**config.mk**
```make
export PLATFORM = sky130hd
export DESIGN_NAME = scratch_regfile
export DESIGN_NICKNAME = d
export VERILOG_FILES = /design/src/rtl/spad_pkg.sv /design/src/rtl/spad_addr_mux.sv /design/src/rtl/spad_regfile.sv /design/src/rtl/spad_byte_view.sv /design/src/rtl/scratch_regfile.sv
export SDC_FILE = /design/constraint.sdc
export NUM_CORES = 1
export LEC_CHECK = 0
export BUFFER_PORTS_ARGS = -buffer_cell sky130_fd_sc_hd__buf_4
export CORE_AREA = 2 2 230 232
export DETAILED_ROUTE_END_ITERATION = 12
export DIE_AREA = 0 0 232 234
export SYNTH_ARGS = -nofsm -noshare
export SYNTH_HDL_FRONTEND = slang
export SYNTH_HIERARCHICAL = 1
export SYNTH_SLANG_ARGS = --single-unit
```
**constraint.sdc**
```tcl
create_clock -name clk -period 7.1 [get_ports clk]
set_input_delay 1.42 -clock clk [delete_from_list [all_inputs] [get_ports clk]]
set_output_delay 1.42 -clock clk [all_outputs]
set_load 0.005 [all_outputs]
```
**src/rtl/spad_pkg.sv**
```systemverilog
// Package: shared types for the scratch pad register file.
// Assumes a 2-bit address-source select.
package spad_pkg;
    typedef enum logic [1:0] {
        SRC_UWORD  = 2'd0,
        SRC_IR_SRC = 2'd1,
        SRC_IR_DST = 2'd2,
        SRC_BUS    = 2'd3
    } spad_src_e;
endpackage

```
**src/rtl/spad_addr_mux.sv**
```systemverilog
// Module: spad_addr_mux
// Picks the register index from one of four sources.
// Assumes each 3-bit field is narrower than the index and zero-extends it.
module spad_addr_mux
    import spad_pkg::*;
#(
    parameter int ADDR_W  = 4,
    parameter int FIELD_W = 3,
    parameter int IR_W    = 16,
    parameter int BA_W    = 16,
    parameter int SRC_LSB = 6,
    parameter int DST_LSB = 0
) (
    input  logic [1:0]        sel,
    input  logic [ADDR_W-1:0] uw_addr,
    input  logic [IR_W-1:0]   instr,
    input  logic [BA_W-1:0]   bus_addr,
    output logic [ADDR_W-1:0] addr
);
    localparam int PAD_W = ADDR_W - FIELD_W;

    logic [ADDR_W-1:0] src_idx;
    logic [ADDR_W-1:0] dst_idx;
    logic [ADDR_W-1:0] bus_idx;

    // Zero-extend the narrow fields when the index is wider than them.
    generate
        if (PAD_W > 0) begin : g_pad
            assign src_idx = {{PAD_W{1'b0}}, instr[SRC_LSB +: FIELD_W]};
            assign dst_idx = {{PAD_W{1'b0}}, instr[DST_LSB +: FIELD_W]};
            assign bus_idx = {{PAD_W{1'b0}}, bus_addr[FIELD_W-1:0]};
        end else begin : g_nopad
            assign src_idx = instr[SRC_LSB +: ADDR_W];
            assign dst_idx = instr[DST_LSB +: ADDR_W];
            assign bus_idx = bus_addr[ADDR_W-1:0];
        end
    endgenerate

    // Four-way source selection.
    always_comb begin
        unique case (spad_src_e'(sel))
            SRC_UWORD:  addr = uw_addr;
            SRC_IR_SRC: addr = src_idx;
            SRC_IR_DST: addr = dst_idx;
            SRC_BUS:    addr = bus_idx;
            default:    addr = uw_addr;
        endcase
    end
endmodule

```
**src/rtl/spad_regfile.sv**
```systemverilog
// Module: spad_regfile
// Single-port register array with a combinational read and an
// edge-triggered write. A synchronous active-low reset clears all entries.
module spad_regfile #(
    parameter int ADDR_W = 4,
    parameter int DATA_W = 16
) (
    input  logic              clk,
    input  logic              rst_n,
    input  logic [ADDR_W-1:0] addr,
    input  logic              wr_en,
    input  logic [DATA_W-1:0] wr_data,
    output logic [DATA_W-1:0] rd_data
);
    localparam int DEPTH = 1 << ADDR_W;

    logic [DEPTH-1:0][DATA_W-1:0] mem;

    // Clear on reset; otherwise store at the selected entry when enabled.
    always_ff @(posedge clk) begin
        if (!rst_n) begin
            mem <= '0;
        end else if (wr_en) begin
            mem[addr] <= wr_data;
        end
    end

    // Combinational read of the selected entry.
    assign rd_data = mem[addr];

    // the array is all zero on leaving reset.
    p_reset_clears_r1: assert property (@(posedge clk) disable iff (!rst_n)
        $rose(rst_n) |-> (mem == '0));

    // an enabled write lands at the address that was selected.
    p_write_lands_r6: assert property (@(posedge clk) disable iff (!rst_n)
        ($past(rst_n) && $past(wr_en)) |-> (mem[$past(addr)] == $past(wr_data)));

    // without enable, the whole array holds.
    p_hold_r7: assert property (@(posedge clk) disable iff (!rst_n)
        ($past(rst_n) && !$past(wr_en)) |-> $stable(mem));
endmodule

```
**src/rtl/spad_byte_view.sv**
```systemverilog
// Module: spad_byte_view
// Passes the low byte of a word and forces the upper bits to zero.
module spad_byte_view #(
    parameter int DATA_W = 16,
    parameter int LOW_W  = 8
) (
    input  logic [DATA_W-1:0] word_in,
    output logic [DATA_W-1:0] low_out
);
    localparam int HIGH_W = DATA_W - LOW_W;

    // Keep the low byte and zero the rest.
    assign low_out = {{HIGH_W{1'b0}}, word_in[LOW_W-1:0]};
endmodule

```
**src/rtl/scratch_regfile.sv**
```systemverilog
// Module: scratch_regfile
// Top of the scratch pad: an address-source mux feeding a 16x16 register
// array, with full-word and low-byte read views.
// Assumes that instruction decoding is done elsewhere.
module scratch_regfile #(
    parameter int ADDR_W  = 4,
    parameter int DATA_W  = 16,
    parameter int FIELD_W = 3,
    parameter int IR_W    = 16,
    parameter int BA_W    = 16,
    parameter int LOW_W   = 8
) (
    input  logic              clk,
    input  logic              rst_n,
    input  logic [1:0]        addr_sel,
    input  logic [ADDR_W-1:0] uw_addr,
    input  logic [IR_W-1:0]   instr,
    input  logic [BA_W-1:0]   bus_addr,
    input  logic              wr_en,
    input  logic [DATA_W-1:0] wr_data,
    output logic [DATA_W-1:0] rd_word,
    output logic [DATA_W-1:0] rd_low
);
    logic [ADDR_W-1:0] cur_addr;

    spad_addr_mux #(
        .ADDR_W (ADDR_W),
        .FIELD_W(FIELD_W),
        .IR_W   (IR_W),
        .BA_W   (BA_W),
        .SRC_LSB(6),
        .DST_LSB(0)
    ) u_mux (
        .sel     (addr_sel),
        .uw_addr (uw_addr),
        .instr   (instr),
        .bus_addr(bus_addr),
        .addr    (cur_addr)
    );

    spad_regfile #(
        .ADDR_W(ADDR_W),
        .DATA_W(DATA_W)
    ) u_rf (
        .clk    (clk),
        .rst_n  (rst_n),
        .addr   (cur_addr),
        .wr_en  (wr_en),
        .wr_data(wr_data),
        .rd_data(rd_word)
    );

    spad_byte_view #(
        .DATA_W(DATA_W),
        .LOW_W (LOW_W)
    ) u_low (
        .word_in(rd_word),
        .low_out(rd_low)
    );

    // a write is readable at the same address right after its edge.
    p_read_after_write_r8: assert property (@(posedge clk) disable iff (!rst_n)
        ($past(rst_n) && $past(wr_en) && (cur_addr == $past(cur_addr)))
        |-> (rd_word == $past(wr_data)));
endmodule

```
==> impl_metrics.tcl, run 1 <==
set metrics [dict create \
    cts-root-buf "clkbuf_16" \
    synthArstFlopShare_pct 0 \
    worstPathArrival_ps 4300 \
    postSynthCellCount 1380 \
    ys.flop_type "dfxtp_1" \
    place_area_um2 13300 \
    nets 1351 \
    crit_start "addr_sel[0]" \
    clockBufferDepth 3 \
    grt_overflow 0 \
    skew_ps 0 \
    cp-start-kind "input port" \
    wl_mm 38.1 \
    final_core_util_pct 27.2 \
    dp_slack_ps 1370 \
    antenna_found_initial 2 \
    cts.clk_slew.worst_paths_ps 60 \
    most-common-layout-cells "nand3_1 (258), o21ai_0 (256), dfxtp_1 (256)" \
    ys_seq_area_share_pct 40.1 \
    final-instance-count-excl-fill 2004 \
    routabilityCongestion 0.748 \
    core_area_um2 52000 \
    setup_violations 0 \
    hold_violations 0 \
    finalPower_mw 3.31 \
    fmax_mhz 175 \
    timing.final.crit_period_ps 5720 \
    holdWs_ps 470 \
    final_cell_area_um2 14200 \
    fin_crit_sh_pct 80.6 \
    largest_reg_flops 256 \
    io_pins 89 \
    yosys.area.top_type "dfxtp_1" \
    vias 10655 \
    drive_gt1_share_pct 15.8 \
    drt_iter0_drc 1202 \
    powerDensity_nw_per_um2 234 \
    peakVddDrop_v 0.000172 \
    tightest_slew_ps 1280 \
    worstHoldStart "u_rf/mem[67]$_SDFFE_PN0P_" \
    crit_fanout 33 \
    areaGrowthSynthToFinish_pct 10.8 \
    cts_hold_buffers 0 \
    largest_registers "u_rf/mem (256)" \
    drcViolationCount 0 \
    cts_resized 0 \
    min_path_type "reg2reg" \
    dp.cells 1952 \
    min_path_cells 2 \
    synth.top_cell.area_share_pct 40.1 \
    initial_utilization_pct 24.6 \
    setup_ws_ps 1380 \
    post_drt_wl_per_cell_um 19.0 \
    rrSetupSlack_ps 6370 \
    final_common_cell "nand3_1" \
    timing.rr.end "u_rf/mem[140]$_SDFFE_PN0P_" \
    cts_buffers 28 \
    grt_pass1_vias 10554 \
    crit_type "in2out" \
    cts_sinks 256 \
    clk_latency_ps 540 \
    p_leak_nw 4.50 \
    grt_pass1_wl_mm 59.6 \
    post_cts_buffers 0 \
    cp.required_ps 5680 \
    slew_headroom_pct 14.7 \
    grt_max_degree 151 \
    regMostFlops "u_rf/mem" \
    die-area_um2 54300 \
    yosysUniqueCellTypes 31 \
    io_buffer_count 57 \
    dr.pass1.iters 8 \
    viasPerCell 5.32 \
    ys_seq_elements 256 \
    track_usage_pct 13.7 \
    crit-reg2reg-launch "u_rf/mem[140]$_SDFFE_PN0P_" \
    end_kind "output port" \
    setup_tns_ps 0 \
    die_w_um 232 \
    rsz0062_at_grt "no" \
    dp_hpwl_mm 21.5 \
    htreeDepth 1 \
    row_count 84 \
    whs_endpoint "u_rf/mem[67]$_SDFFE_PN0P_" \
    syn_area_um2 12800 \
    die_h_um 234 \
    yosysWarningCount 6 \
    cts_tree "yes" \
    synth-edff-count 0 \
    synthTopCellsByArea "dfxtp_1 (40%), mux4_2 (11%), nand3_1 (10%)" \
    status "finished, final reports clean" \
    slew_viol_final 0 \
    syn_avg_cell_area_um2 9.27 \
    max_cap_viol_count 0 \
    ant_nets 0 \
    r2r_cells 2 \
]
==> per-layer routing <==
metal | vias to the layer above | global-route usage [%] | routed length, um
met5 | - | 0 | 0
met4 | 0 | 5.45 | 1070
met3 | 49 | 2.02 | 2560
met2 | 413 | 22.6 | 18100
met1 | 5338 | 17.9 | 16400
li1 | 4855 | - | -
==> cells by family after synthesis <==
group | Yosys count | share of synthesized area, %
AO/OA/AOI/OAI | 544 | 26.9
AND/OR/NAND/NOR | 301 | 12.3
flip-flops | 256 | 40.1
buffers and inverters | 211 | 8.62
multiplexers | 67 | 12.0
other | 1 | 0.0293
==> cell usage after synthesis, types with 2 or more instances <==
cell / number
nand3_1: 258
o21ai_0: 256
nand3b_1: 3
and3b_1: 4
a21boi_0: 135
and3_1: 2
and2_1: 2
nor3b_4: 2
a21boi_1: 121
clkbuf_1: 106
buf_2: 49
buf_1: 6
mux4_2: 60
a22oi_1: 32
buf_6: 11
nand2_1: 17
mux4_1: 7
nor2b_1: 4
nand2b_1: 2
buf_4: 37
dfxtp_1: 256
==> worst max-delay path, stage by stage <==
cell     delay (ps)
buf_4           140
mux4_4          910
buf_4           450
mux4_2          560
a22oi_1         350
nand2_1         220
buf_4           190
==> how the worst max path moves through the flow <==
stage	end	slack, ps	cells past startpoint
floorplan	rd_low[0]	2480	8
global placement	rd_word[9]	1400	7
detailed placement	rd_word[9]	1370	7
CTS	rd_word[9]	1370	7
global route	rd_word[9]	1250	7
finish	rd_word[9]	1380	7
==> power breakdown <==
group,switching (mW),internal (mW)
combinational,0.293,0.126
sequential,0.0103,1.46
clock,0.590,0.834
total,0.893,2.42
==> cell type report <==
type / count / area, um2
Multi-Input combinational cell: 920 / 6610
Timing Repair Buffer: 88 / 661
Sequential cell: 256 / 5120
Clock buffer: 43 / 868
Clock inverter: 7 / 35.0
Tap cell: 688 / 861
Fill cell: 5514 / 37900
Antenna cell: 2 / 5.00
Power figures use the tool's default switching activity.
==> run 2: changes to the inputs <==
- clock period: 7.1 -> 5.99 ns (I/O delays scaled with it)
==> run 2 against run 1 <==
Compared with the run above:
- clock-buffer cell count fell by 1
- clock power up 19%
- core utilization increased by 0.063 points
- hold slack hardly changed
- register-to-register slack got worse by 1100 ps
- largest power group unchanged
- sequential cell count unchanged
- highest routed layer unchanged
==> impl_metrics.tcl, run 2 (synthesized netlist as in run 1, its figures left out) <==
set metrics [dict create \
    drcViolationCount 0 \
    vias 10813 \
    timing.final.crit_period_ps 5050 \
    cts_sinks 256 \
    pwr-share-clk_pct 43.0 \
    slew_viol_final 0 \
    die_w_um 232 \
    rsz0062_at_grt "no" \
    cts_buffers 29 \
    largest_registers "u_rf/mem (256)" \
    cts-root-buf "clkbuf_16" \
    slowest_delay_ps 920 \
    setup_tns_ps 0 \
    core_area_um2 52000 \
    grt_pass1_wl_mm 59.5 \
    clockBufferDepth 3 \
    cpMaxStageDelayCell "mux4_4" \
    internal_power_mw 2.88 \
    initial_utilization_pct 24.6 \
    sw_frac_of_total_pct 26.9 \
    cp.required_ps 4790 \
    track_usage_pct 13.7 \
    cp-start-kind "input port" \
    drive_gt1_share_pct 15.7 \
    antenna_found_initial 2 \
    p_leak_nw 4.51 \
    n_fill_cell 5421 \
    crit_fanout 33 \
    post_cts_buffers 0 \
    areaGrowthSynthToFinish_pct 11.0 \
    worstPathArrival_ps 3850 \
    fin_crit_sh_pct 84.3 \
    finalPower_mw 3.94 \
    max_cap_viol_count 0 \
    r2r_cells 2 \
    min_path_type "reg2reg" \
    peakVddDrop_v 0.000140 \
    tightest_slew_ps 1220 \
    skew_ps 0 \
    post_drt_wl_per_cell_um 19.1 \
    end_kind "output port" \
    grt_overflow 0 \
    dr.pass1.iters 5 \
    hold_violations 0 \
    cts_resized 0 \
    slew_headroom_pct 18.9 \
    fmax_mhz 198 \
    crit_type "in2out" \
    worst_path_most_repeated_cell "buf_4" \
    largest_reg_flops 256 \
    grt_pass1_vias 10291 \
    holdWs_ps 471 \
    cts_tree "yes" \
    cts.clk_slew.worst_paths_ps 60 \
    die-area_um2 54300 \
    final_cell_area_um2 14200 \
    dp_hpwl_mm 21.7 \
    status "finished, final reports clean" \
    path_cells "buf_4, mux4_4, buf_4, mux4_2, a22oi_1, nand2_1, buf_4" \
    row_count 84 \
    routabilityCongestion 0.767 \
    cts_hold_buffers 0 \
    clk_latency_ps 530 \
    viasPerCell 5.39 \
    most-common-layout-cells "nand3_1 (258), o21ai_0 (256), dfxtp_1 (256)" \
    final_common_cell "nand3_1" \
    pwr-share-comb_pct 12.8 \
    setup_violations 0 \
    drt_iter0_drc 1195 \
    htreeDepth 1 \
    power_switching_mw 1.06 \
    regMostFlops "u_rf/mem" \
    dp_slack_ps 884 \
    grt_max_degree 101 \
    io_buffer_count 57 \
    seq_power_share_pct 44.2 \
    min_path_cells 2 \
    die_h_um 234 \
    powerDensity_nw_per_um2 278 \
    place_area_um2 13300 \
    wl_mm 38.3 \
    setup_ws_ps 938 \
    nets 1356 \
    io_pins 89 \
    ant_nets 0 \
]
## run 2: cell types whose count changed in the layout (fill, tap and decap cells not counted), sizes merged
cell / previous run / this run
clkbuf: 43 / 42
buf: 88 / 92
clkinv: 7 / 4
inv: 0 / 1
bufinv: 0 / 1
## run 2: per-stage QoR
| step | instances | util [%] |
|---|---|---|
| 2_1_floorplan | 1387 | - |
| 3_3_place_gp | 1956 | 25.6 |
| 3_5_place_dp | 1956 | 25.6 |
| 4_1_cts | 2004 | 27.3 |
| 5_1_grt | 2006 | 27.3 |
| 6_report | 2006 | 27.3 |
## run 2: area by class of cell
class	count	area (um2)	share of cell area (%)
Antenna cell	2	5.00	0.0352
Multi-Input combinational cell	920	6610	46.6
Timing Repair Buffer	92	703	4.95
Clock inverter	6	58.8	0.414
Sequential cell	256	5120	36.1
Clock buffer	42	835	5.88
Tap cell	688	861	6.06
## run 2: path summary, 6_finish.rpt
path | startpoint | endpoint | slack [ps]
setup / recovery | addr_sel[0] | rd_word[3] | 940
hold / removal | u_rf/mem[25]$_SDFFE_PN0P_ | u_rf/mem[25]$_SDFFE_PN0P_ | 470
setup reg to reg | u_rf/mem[33]$_SDFFE_PN0P_ | u_rf/mem[33]$_SDFFE_PN0P_ | 5280
hold reg to reg | u_rf/mem[25]$_SDFFE_PN0P_ | u_rf/mem[25]$_SDFFE_PN0P_ | 470
## run 2: power groups by stage
stage                     registers, mW  logic [mW]  clock network (mW)
final                              1.74       0.504                1.69
after global routing               1.75       0.535                1.80
after CTS                          1.74       0.498                1.73
after detailed placement           1.78       0.498                   0
after global placement             1.78       0.492                   0
after floorplan                    1.78       0.367                   0
## run 2: routing by layer
layer / GRT usage (%) / vias up / routed length, um
li1: - / 4861 / -
met4: 5.87 / 0 / 1140
met1: 18.6 / 5483 / 16900
met2: 21.7 / 413 / 17700
met3: 1.62 / 56 / 2590
met5: 0 / - / 0
## run 2: critical path: cells and delay by family
kind	cells	cell delay, ps
and+or+nand+nor	1	140
buffers and inverters	3	710
AOI/OAI and AO/OA	1	320
muxes	2	1460
==> run 3: changes to the inputs <==
- clock period: 5.99 -> 4.1 ns (I/O delays scaled with it)
==> run 3 against run 2 <==
Compared with the run above:
- clock power up 54%
- highest routed layer unchanged
- clock skew unchanged
- non-clock buffer count up 9
- sequential power up 47%
- die area unchanged
- clock-buffer cell count unchanged
- critical path depth up 1
- routed wire length down 0.50%
- global-route usage about the same
- critical endpoint is now rd_word[11]
==> impl_metrics.tcl, run 3 (synthesized netlist as in run 1, its figures left out) <==
set metrics [dict create \
    worstSetupEndpoint "rd_word[11]" \
    cts-root-buf "clkbuf_16" \
    cp-start-kind "input port" \
    largest_reg_flops 256 \
    regMostFlops "u_rf/mem" \
    p_leak_nw 4.64 \
    hold_violations 0 \
    holdWs_ps 470 \
    setup_tns_ps 0 \
    areaGrowthSynthToFinish_pct 13.1 \
    n_fill_cell 5512 \
    grt_max_degree 107 \
    dp_hpwl_mm 21.6 \
    tightest_slew_ps 1220 \
    drive_gt1_share_pct 16.8 \
    most-common-layout-cells "nand3_1 (258), o21ai_0 (256), dfxtp_1 (256)" \
    cts_sinks 256 \
    routabilityCongestion 0.746 \
    fin_crit_sh_pct 97.3 \
    largest_registers "u_rf/mem (256)" \
    die_w_um 232 \
    die-area_um2 54300 \
    clk_latency_ps 550 \
    cts_resized 0 \
    htreeDepth 1 \
    peakVddDrop_v 0.000307 \
    powerDensity_nw_per_um2 409 \
    worstHoldStart "u_rf/mem[155]$_SDFFE_PN0P_" \
    cts.clk_slew.worst_paths_ps 60 \
    path_cells "buf_4, mux4_4, buf_12, buf_12, mux4_1, a22oi_1, nand2_1, buf_4" \
    fmax_mhz 251 \
    cp.required_ps 3280 \
    setup_violations 0 \
    wl_mm 38.1 \
    crit_fanout 16 \
    io_buffer_count 57 \
    cts_buffers 29 \
    status "finished, final reports clean" \
    antenna_found_initial 0 \
    ant_nets 0 \
    grt_overflow 0 \
    max_cap_viol_count 0 \
    grt_pass1_wl_mm 59.7 \
    vias 10720 \
    post_cts_buffers 0 \
    cpMaxStageDelayCell "mux4_4" \
    crit_type "in2out" \
    io_pins 89 \
    viasPerCell 5.31 \
    drcViolationCount 0 \
    final-instance-count-excl-fill 2020 \
    r2r_cells 2 \
    die_h_um 234 \
    clockBufferDepth 3 \
    crit_start "addr_sel[0]" \
    final_core_util_pct 27.8 \
    end_kind "output port" \
    crit-reg2reg-launch "u_rf/mem[143]$_SDFFE_PN0P_" \
    cts_hold_buffers 0 \
    slew_headroom_pct 18.5 \
    grt_pass1_vias 10554 \
    post_drt_wl_per_cell_um 18.9 \
    slowest_delay_ps 760 \
    final_common_cell "nand3_1" \
    drt_iter0_drc 977 \
    track_usage_pct 13.7 \
    row_count 84 \
    slew_viol_final 0 \
    timing.rr.end "u_rf/mem[143]$_SDFFE_PN0P_" \
    rrSetupSlack_ps 3350 \
    core_area_um2 52000 \
    cts_tree "yes" \
    dp.cells 1965 \
    timing.final.crit_period_ps 3990 \
    nets 1365 \
    skew_ps 0 \
    worstPathArrival_ps 3170 \
    dr.pass1.iters 5 \
    rsz0062_at_grt "no" \
    initial_utilization_pct 24.6 \
    min_path_type "reg2reg" \
]
[run 3: changes by cell type in the layout (fill, tap and decap cells not counted)]
| cell | change |
|---|---|
| buf_12 | +10 |
| buf_4 | -1 |
| clkinv_2 | +5 |
| clkbuf_8 | +2 |
| clkbuf_1 | -2 |
| bufinv_16 | +1 |
| diode_2 | -1 |
[run 3: routing by layer]
| layer | part of all wire [%] | wire length [um] | vias to the layer above | GRT usage [%] |
|---|---|---|---|---|
| met1 | 44 | 16800 | 5430 | 17.9 |
| li1 | - | - | 4886 | - |
| met2 | 48 | 18200 | 342 | 23.3 |
| met5 | 0 | 0 | - | 0 |
| met4 | 2.9 | 1120 | 0 | 4.81 |
| met3 | 5.2 | 1980 | 62 | 1.51 |
[run 3: worst min-delay path by stage]
stage                                 endpoint  slack (ps)  cells past startpoint
floorplan           u_rf/mem[212]$_SDFFE_PN0P_         450                      2
global placement     u_rf/mem[88]$_SDFFE_PN0P_         460                      2
detailed placement   u_rf/mem[20]$_SDFFE_PN0P_         460                      2
CTS                  u_rf/mem[20]$_SDFFE_PN0P_         470                      2
global route         u_rf/mem[52]$_SDFFE_PN0P_         490                      2
finish              u_rf/mem[155]$_SDFFE_PN0P_         470                      2
[run 3: critical path: cells and delay by family]
family / cells / cell delay, ps
AO/OA/AOI/OAI: 1 / 280
buffers and inverters: 4 / 680
multiplexers: 2 / 1230
AND/OR/NAND/NOR: 1 / 150
[run 3: layout make-up]
type / instances / area, um2 / area share [%]
clock buffers: 42 / 855 / 5.91
diodes: 1 / 2.50 / 0.0173
well taps: 688 / 861 / 5.95
clock inverters: 12 / 114 / 0.787
repair buffers: 101 / 896 / 6.19
multi-input cells: 920 / 6610 / 45.7
flip-flops and latches: 256 / 5120 / 35.4
[run 3: where the power goes]
group	total, mW	internal [mW]	switching (mW)
Sequential	2.55	2.53	0.0177
Clock	2.61	1.56	1.04
Combinational	0.764	0.249	0.515
[run 3: stage by stage]
step	total power, mW	worst slack (ps)	cell area, um2
2_1_floorplan	3.13	679	12800
3_3_place_gp	3.35	118	13500
3_5_place_dp	3.36	105	13500
4_1_cts	5.95	102	14500
5_1_grt	6.12	9.73	14500
6_report	5.92	110	14500
